File: src/rtl/sdr_sr_pkg.sv
package sdr_sr_pkg;

  typedef enum logic [2:0] {
    ST_NORM,
    ST_PALL,
    ST_SELF,
    ST_SLEEP,
    ST_WAKE
  } sr_state_e;

  typedef struct packed {
    logic cs_n;
    logic ras_n;
    logic cas_n;
    logic we_n;
    logic a10;
  } sd_cmd_t;

  localparam sd_cmd_t CMD_NOP  = '{cs_n: 1'b0, ras_n: 1'b1, cas_n: 1'b1, we_n: 1'b1, a10: 1'b0};
  localparam sd_cmd_t CMD_PALL = '{cs_n: 1'b0, ras_n: 1'b0, cas_n: 1'b1, we_n: 1'b0, a10: 1'b1};
  localparam sd_cmd_t CMD_SELF = '{cs_n: 1'b0, ras_n: 1'b0, cas_n: 1'b0, we_n: 1'b1, a10: 1'b0};

  function automatic sd_cmd_t cmd_of(sr_state_e st);
    case (st)
      ST_PALL: cmd_of = CMD_PALL;
      ST_SELF: cmd_of = CMD_SELF;
      default: cmd_of = CMD_NOP;
    endcase
  endfunction

endpackage

File: src/rtl/sr_idle_counter.sv
module sr_idle_counter #(
  parameter int CNT_W     = 4,
  parameter int EARLY_WIN = 2
) (
  input  logic             clk,
  input  logic             rst,
  input  logic             run,
  input  logic             restart,
  input  logic [CNT_W-1:0] limit,
  output logic             hit,
  output logic             early
);

  localparam logic [CNT_W-1:0] CNT_MAX = '1;
  localparam logic [CNT_W-1:0] WIN_LIM = CNT_W'(EARLY_WIN);

  logic [CNT_W-1:0] cnt_q;

  always_ff @(posedge clk) begin
    if (rst) begin
      cnt_q <= '0;
    end else if (restart) begin
      cnt_q <= '0;
    end else if (run && cnt_q != CNT_MAX) begin
      cnt_q <= cnt_q + 1'b1;
    end
  end

  assign hit   = (cnt_q == limit);
  assign early = (cnt_q < WIN_LIM);

  assert_restart_clears_R4: assert property (@(posedge clk) disable iff (rst)
    restart |=> (cnt_q == '0));

  assert_hold_asleep_R4: assert property (@(posedge clk) disable iff (rst)
    (!run && !restart) |=> $stable(cnt_q));

endmodule

File: src/rtl/sr_recovery_timer.sv
module sr_recovery_timer #(
  parameter int TRP_CYC = 3
) (
  input  logic clk,
  input  logic rst,
  input  logic active,
  output logic done
);

  localparam int RC_W = $clog2(TRP_CYC + 1);
  localparam logic [RC_W-1:0] LAST = RC_W'(TRP_CYC - 1);

  logic [RC_W-1:0] rc_q;

  always_ff @(posedge clk) begin
    if (rst || !active) begin
      rc_q <= '0;
    end else if (rc_q != LAST) begin
      rc_q <= rc_q + 1'b1;
    end
  end

  assign done = active && (rc_q == LAST);

  assert_rc_bound_R8: assert property (@(posedge clk) disable iff (rst)
    active |-> (rc_q <= LAST));

  assert_rc_starts_zero_R8: assert property (@(posedge clk) disable iff (rst)
    $rose(active) |-> (rc_q == '0));

endmodule

File: src/rtl/sr_seq_fsm.sv
module sr_seq_fsm
  import sdr_sr_pkg::*;
(
  input  logic      clk,
  input  logic      rst,
  input  logic      en,
  input  logic      clk_run,
  input  logic      acc_req,
  input  logic      arf_req,
  input  logic      cnt_hit,
  input  logic      cnt_early,
  input  logic      rec_done,
  output sr_state_e state,
  output logic      cnt_run,
  output logic      cnt_restart,
  output sd_cmd_t   cmd,
  output logic      cke,
  output logic      rdy,
  output logic      awake,
  output logic      clk_en
);

  sr_state_e state_q, state_nxt;
  sd_cmd_t   cmd_q;
  logic      cke_q, rdy_q, awake_q, clk_en_q;
  logic      asleep_nxt;

  always_comb begin
    state_nxt = state_q;
    case (state_q)
      ST_NORM:  if (!acc_req && !arf_req && en && cnt_hit) state_nxt = ST_PALL;
      ST_PALL:  state_nxt = ST_SELF;
      ST_SELF:  state_nxt = ST_SLEEP;
      ST_SLEEP: if (acc_req) state_nxt = ST_WAKE;
      ST_WAKE: begin
        if (en && cnt_hit && cnt_early) state_nxt = ST_PALL;
        else if (rec_done)              state_nxt = ST_NORM;
      end
      default:  state_nxt = ST_NORM;
    endcase
  end

  assign asleep_nxt = (state_nxt == ST_SELF) || (state_nxt == ST_SLEEP);

  always_ff @(posedge clk) begin
    if (rst) begin
      state_q  <= ST_NORM;
      cmd_q    <= CMD_NOP;
      cke_q    <= 1'b1;
      rdy_q    <= 1'b1;
      awake_q  <= 1'b1;
      clk_en_q <= 1'b1;
    end else begin
      state_q  <= state_nxt;
      cmd_q    <= cmd_of(state_nxt);
      cke_q    <= !asleep_nxt;
      rdy_q    <= (state_nxt == ST_NORM);
      awake_q  <= !asleep_nxt;
      clk_en_q <= (state_nxt == ST_SLEEP) ? clk_run : 1'b1;
    end
  end

  assign cnt_run     = (state_q == ST_NORM) || (state_q == ST_WAKE);
  assign cnt_restart = ((state_q == ST_NORM) && (acc_req || arf_req)) ||
                       ((state_q == ST_SLEEP) && acc_req);

  assign state  = state_q;
  assign cmd    = cmd_q;
  assign cke    = cke_q;
  assign rdy    = rdy_q;
  assign awake  = awake_q;
  assign clk_en = clk_en_q;

  assert_no_entry_disabled_R2: assert property (@(posedge clk) disable iff (rst)
    (state_q == ST_NORM && !en) |=> (cmd_q != CMD_PALL));

  assert_self_after_pall_R5: assert property (@(posedge clk) disable iff (rst)
    $fell(cke_q) |-> ($past(cmd_q) == CMD_PALL && cmd_q == CMD_SELF));

  assert_asleep_not_ready_R6: assert property (@(posedge clk) disable iff (rst)
    !awake_q |-> (!rdy_q && !cke_q));

  assert_clk_gate_sleep_R7: assert property (@(posedge clk) disable iff (rst)
    !clk_en_q |-> (!cke_q && cmd_q == CMD_NOP));

  assert_wake_nop_R8: assert property (@(posedge clk) disable iff (rst)
    $rose(cke_q) |-> (cmd_q == CMD_NOP && !rdy_q));

  assert_rdy_idle_R9: assert property (@(posedge clk) disable iff (rst)
    rdy_q |-> (cke_q && cmd_q == CMD_NOP));

endmodule

File: src/rtl/sdr_selfref_ctl.sv
module sdr_selfref_ctl
  import sdr_sr_pkg::*;
#(
  parameter int CNT_W     = 4,
  parameter int TRP_CYC   = 3,
  parameter int EARLY_WIN = 2
) (
  input  logic             clk,
  input  logic             rst,
  input  logic             cfg_sr_en,
  input  logic [CNT_W-1:0] cfg_idle_cnt,
  input  logic             cfg_clk_run,
  input  logic             acc_req,
  input  logic             arf_req,
  output logic             acc_rdy,
  output logic             sts_awake,
  output logic             sd_cs_n,
  output logic             sd_ras_n,
  output logic             sd_cas_n,
  output logic             sd_we_n,
  output logic             sd_a10,
  output logic             sd_cke,
  output logic             sd_clk_en
);

  sr_state_e state;
  sd_cmd_t   cmd;
  logic      cnt_run, cnt_restart, cnt_hit, cnt_early, rec_done;

  sr_idle_counter #(
    .CNT_W     (CNT_W),
    .EARLY_WIN (EARLY_WIN)
  ) idle_i (
    .clk     (clk),
    .rst     (rst),
    .run     (cnt_run),
    .restart (cnt_restart),
    .limit   (cfg_idle_cnt),
    .hit     (cnt_hit),
    .early   (cnt_early)
  );

  sr_recovery_timer #(
    .TRP_CYC (TRP_CYC)
  ) recov_i (
    .clk    (clk),
    .rst    (rst),
    .active (state == ST_WAKE),
    .done   (rec_done)
  );

  sr_seq_fsm fsm_i (
    .clk         (clk),
    .rst         (rst),
    .en          (cfg_sr_en),
    .clk_run     (cfg_clk_run),
    .acc_req     (acc_req),
    .arf_req     (arf_req),
    .cnt_hit     (cnt_hit),
    .cnt_early   (cnt_early),
    .rec_done    (rec_done),
    .state       (state),
    .cnt_run     (cnt_run),
    .cnt_restart (cnt_restart),
    .cmd         (cmd),
    .cke         (sd_cke),
    .rdy         (acc_rdy),
    .awake       (sts_awake),
    .clk_en      (sd_clk_en)
  );

  assign sd_cs_n  = cmd.cs_n;
  assign sd_ras_n = cmd.ras_n;
  assign sd_cas_n = cmd.cas_n;
  assign sd_we_n  = cmd.we_n;
  assign sd_a10   = cmd.a10;

  initial begin
    assert_trp_min_R8: assert (TRP_CYC >= EARLY_WIN && EARLY_WIN == 2)
      else $error("TRP_CYC must cover the re-arm window");
  end

endmodule

File: config.mk
export PLATFORM = sky130hd
export DESIGN_NAME = sdr_selfref_ctl
export DESIGN_NICKNAME = d
export VERILOG_FILES = /design/src/rtl/sdr_sr_pkg.sv /design/src/rtl/sr_idle_counter.sv /design/src/rtl/sr_recovery_timer.sv /design/src/rtl/sr_seq_fsm.sv /design/src/rtl/sdr_selfref_ctl.sv
export SDC_FILE = /design/constraint.sdc
export NUM_CORES = 1
export LEC_CHECK = 0
export CAP_MARGIN = 25
export CORE_UTILIZATION = 46
export DETAILED_ROUTE_END_ITERATION = 8
export GPL_TIMING_DRIVEN = 0
export PLACE_DENSITY = 0.87
export SLEW_MARGIN = 15
export SYNTH_ARGS = -nofsm -noshare
export SYNTH_HDL_FRONTEND = slang
export SYNTH_SLANG_ARGS = --single-unit
File: constraint.sdc
create_clock -name clk -period 2.3 [get_ports clk]
set_input_delay 0.23 -clock clk [delete_from_list [all_inputs] [get_ports clk]]
set_output_delay 0.23 -clock clk [all_outputs]
set_load 0.1 [all_outputs]
==> summary.md <==
| Metric | Value |
|---|---|
| Result of the run | complete, no violations |
| Max H-tree Level | 1 |
| Post-synthesis sequential element count | 16 |
| Most used standard cell by instance count after synthesis | sky130_fd_sc_hd__dfxtp_1 |
| Vias/cell | 5.561 |
| Time the worst path needs with I/O delays and setup | 2061 ps |
| Number of failing hold endpoints at the final stage | 0 |
| Later-pin clock latency in the skew report | 290 ps |
| Relative area change from synthesis to final layout | 30.42% |
| Die width | 42.23 um |
| Endpoint kind of the worst setup timing path | primary output |
| Initial cell density of the core | 49.42% |
| Post-route worst setup slack | 239.0 ps |
| Die Footprint | 0.001783 mm2 |
| Number of sinks on the clock net | 16 |
| Hold-fix buffers at CTS | 0 |
| Critical path cell sequence | buf_4, clkdlybuf4s50_1 |
| Total detailed-routing wirelength | 1.482 mm |
| Syn Std Cell Area | 744.5 um2 |
| Total non-filler cell area in the finished layout | 970.9 um2 |
| Cell chosen for the clock root | sky130_fd_sc_hd__clkbuf_4 |
| Synthesized netlist net count | 89 |
| Static Leak | 0.3962 nW |
| Post-route DRC violation count | 0 |
| Maximum VDD drop | 0.0004779 V |
| Top cells by area, synth | sky130_fd_sc_hd__dfxtp_1 43%, sky130_fd_sc_hd__xor2_1 5.9%, sky130_fd_sc_hd__nor2_1 4.5%, sky130_fd_sc_hd__a2111oi_4 3.7%, sky130_fd_sc_hd__a21oi_1 3.4% |
| Final setup violation count | 0 |
| Remaining global-route overflow | 0 |
| Area of the placeable core | 0.001506 mm2 |
| Post-CTS setup buffer count | 0 |
| Placement Cell Area | 934.6 um2 |
| Fraction of final layout cells sized beyond drive strength 1 | 12.24% |
| Port Buffer Count | 17 |
| Gp weighted congestion | 0.7793 |
| Largest net degree at the start of global routing | 11 |
| Final Non-Filler Cells | 114 |
| N_diodes | 0 |
| Critical path launch point | fsm_i.awake |
| FP Rows | 14 |
| Setup CP Type | register to primary output |
| Worst-Margin Slew | 970.8 ps |
| Via total after detailed routing | 634 |
| EDFF count, synth | 0 |
| Area fraction of the dominant cell type after synthesis | 43.03% |
| Fillers | 139 |
| Predominant post-synthesis flop cell | sky130_fd_sc_hd__dfxtp_1 |
| Max-cap viol count | 0 |
| Clock-pin slew on the worst setup and hold paths | 90 ps |
| Initial DRC count | 5 |
| Startpoint of the most critical hold path | cfg_clk_run |
| RSZ-0062 raised after global routing | false |
| Crit-path slowest cell | sky130_fd_sc_hd__clkdlybuf4s50_1 |
| Nets | 111 |
| Synthesis Warnings | 0 |
| Slew HR | 35.08% |
| Slowest Stage Delay on Critical Path | 1110 ps |
| Total power divided by cell area | 548.6 mW/mm2 |
| Arrival time at the worst endpoint | 1830 ps |
| Setup slack after placement | -11.88 ps |
| Post-Syn Area per Cell | 9.668 um2 |
| TritonCTS clock tree | built |
| Cell taking the most area after synthesis | sky130_fd_sc_hd__dfxtp_1 |
| Synthesized instance count | 77 |
| Share of synthesized flip-flops with an asynchronous set or reset | 0% |
| Commonest cells post-synth | 16 x sky130_fd_sc_hd__dfxtp_1, 9 x sky130_fd_sc_hd__nor2_1, 5 x sky130_fd_sc_hd__a21oi_1, 5 x sky130_fd_sc_hd__xor2_1, 3 x sky130_fd_sc_hd__inv_1 |
| Achievable Freq | 485.2 MHz |
| Fin. max-slew vios | 0 |
| Largest fanout of any net on the critical path | 2 |
| Number of placed instances with taps included | 110 |
| First-pass GRT wire length | 2.352 mm |
| Boundary Pins | 19 |
| Average wire per cell in the routed design | 13.00 um |
| Estimated wirelength of the detail-placed design | 1.106 mm |
| Cell variety after synth | 36 |
| Vertical die dimension | 42.23 um |
| CP startpoint kind | register |
| Pre-antenna DRT Iters | 4 |
| GR Util All Layers | 17.96% |
| Data required, critical path | 2070 ps |
| Number of nets with antenna violations after detailed routing | 0 |
| Cts bufs inserted | 3 |
| Hold crit path type | input port to register |
| Vias in the first global route | 594 |
| Deepest clock path buffer count | 2 |
| Startpoint of the worst-slack reg-to-reg timing path | idle_i.cnt_q[3] |
| Sequential element share of the synthesized area | 43.03% |
| Tcrit/Tclk final | 89.61% |
| PostCTS Resize Cnt | 0 |
| Clk_skew | 7.587 ps |
| Number of antenna violations at the first check in global routing | 0 |
==> per-layer routing <==
metal	GRT usage (%)	part of all wire [%]	up-vias
met1	17.47	41	297
met3	6.466	5.5	2
met2	34.46	53	17
li1	-	-	318
met4	5.625	0.88	0
met5	0	0	-
==> sequential cells by signal (all words and copies together), names as in the netlist <==
name          count
fsm_i.awake       1
fsm_i.clk_en      1
fsm_i.cmd         4
fsm_i.rdy         1
fsm_i.state       3
idle_i.cnt_q      4
recov_i.rc_q      2
==> final timing paths <==
check	to	slack [ps]	depth (start not counted)
max reg2reg	fsm_i.cmd[3]	430	4
min	fsm_i.clk_en	520	3
max	sts_awake	240	2
min reg2reg	recov_i.rc_q[0]	540	2
==> cell usage in the layout (no fill, tap or decap), types with 2 or more instances in the layout <==
master,Yosys,layout
sky130_fd_sc_hd__ha_1,2,2
sky130_fd_sc_hd__dfxtp_1,16,16
sky130_fd_sc_hd__nor3_1,2,2
sky130_fd_sc_hd__nor2_1,9,9
sky130_fd_sc_hd__xnor2_1,2,2
sky130_fd_sc_hd__o21ai_0,2,2
sky130_fd_sc_hd__buf_4,2,2
sky130_fd_sc_hd__nand2b_1,2,2
sky130_fd_sc_hd__nand2_1,2,2
sky130_fd_sc_hd__nand3_1,2,2
sky130_fd_sc_hd__clkbuf_4,0,3
sky130_fd_sc_hd__inv_1,3,3
sky130_fd_sc_hd__xor2_1,5,5
sky130_fd_sc_hd__a21oi_1,5,5
sky130_fd_sc_hd__clkdlybuf4s50_1,0,17
==> power by group <==
group | internal, mW | total [mW] | switching [mW]
combinational | 0.0266 | 0.0632 | 0.0366
clock | 0.0965 | 0.187 | 0.0902
sequential | 0.280 | 0.283 | 0.00304
==> metrics by stage <==
stage | total power [mW] | hold slack (ps) | setup TNS, ps | utilization (%)
after floorplan | 0.3271 | 299.1 | 0 | -
after CTS | 0.5347 | 519.0 | 0 | 64.45
after global placement | 0.3505 | 474.8 | 0 | 62.04
after detailed placement | 0.3521 | 517.4 | -11.88 | 62.04
final | 0.5326 | 515.6 | 0 | 64.45
after global routing | 0.5466 | 527.1 | 0 | 64.45
==> logic make-up (layout without fill, tap and decap cells) <==
group | Yosys count | in the layout | share of synthesized area [%]
AOI/OAI and AO/OA | 16 | 16 | 17.82
other | 1 | 1 | 0.5037
muxes | 1 | 1 | 1.345
and+or+nand+nor | 28 | 28 | 21.68
xor gates and xnor gates | 7 | 7 | 8.235
DFF | 16 | 16 | 43.03
adders and majority gates | 2 | 2 | 3.361
buffers and inverters | 6 | 27 | 4.032
==> critical path, delay by kind of cell (launching register included) <==
kind / cells / cell delay [ps]
buf+inv: 2 / 1210
flops: 1 / 330
==> cell type report <==
cell class | count | area [um2] | area share (%)
plain buffers | 3 | 18.77 | 1.933
clock buffers | 4 | 36.28 | 3.737
inverters | 3 | 11.26 | 1.160
multi-input cells | 55 | 394.1 | 40.59
flip-flops and latches | 16 | 320.3 | 32.99
well taps | 16 | 20.02 | 2.062
repair buffers | 17 | 170.2 | 17.53
(Power assumes the default switching activity.)
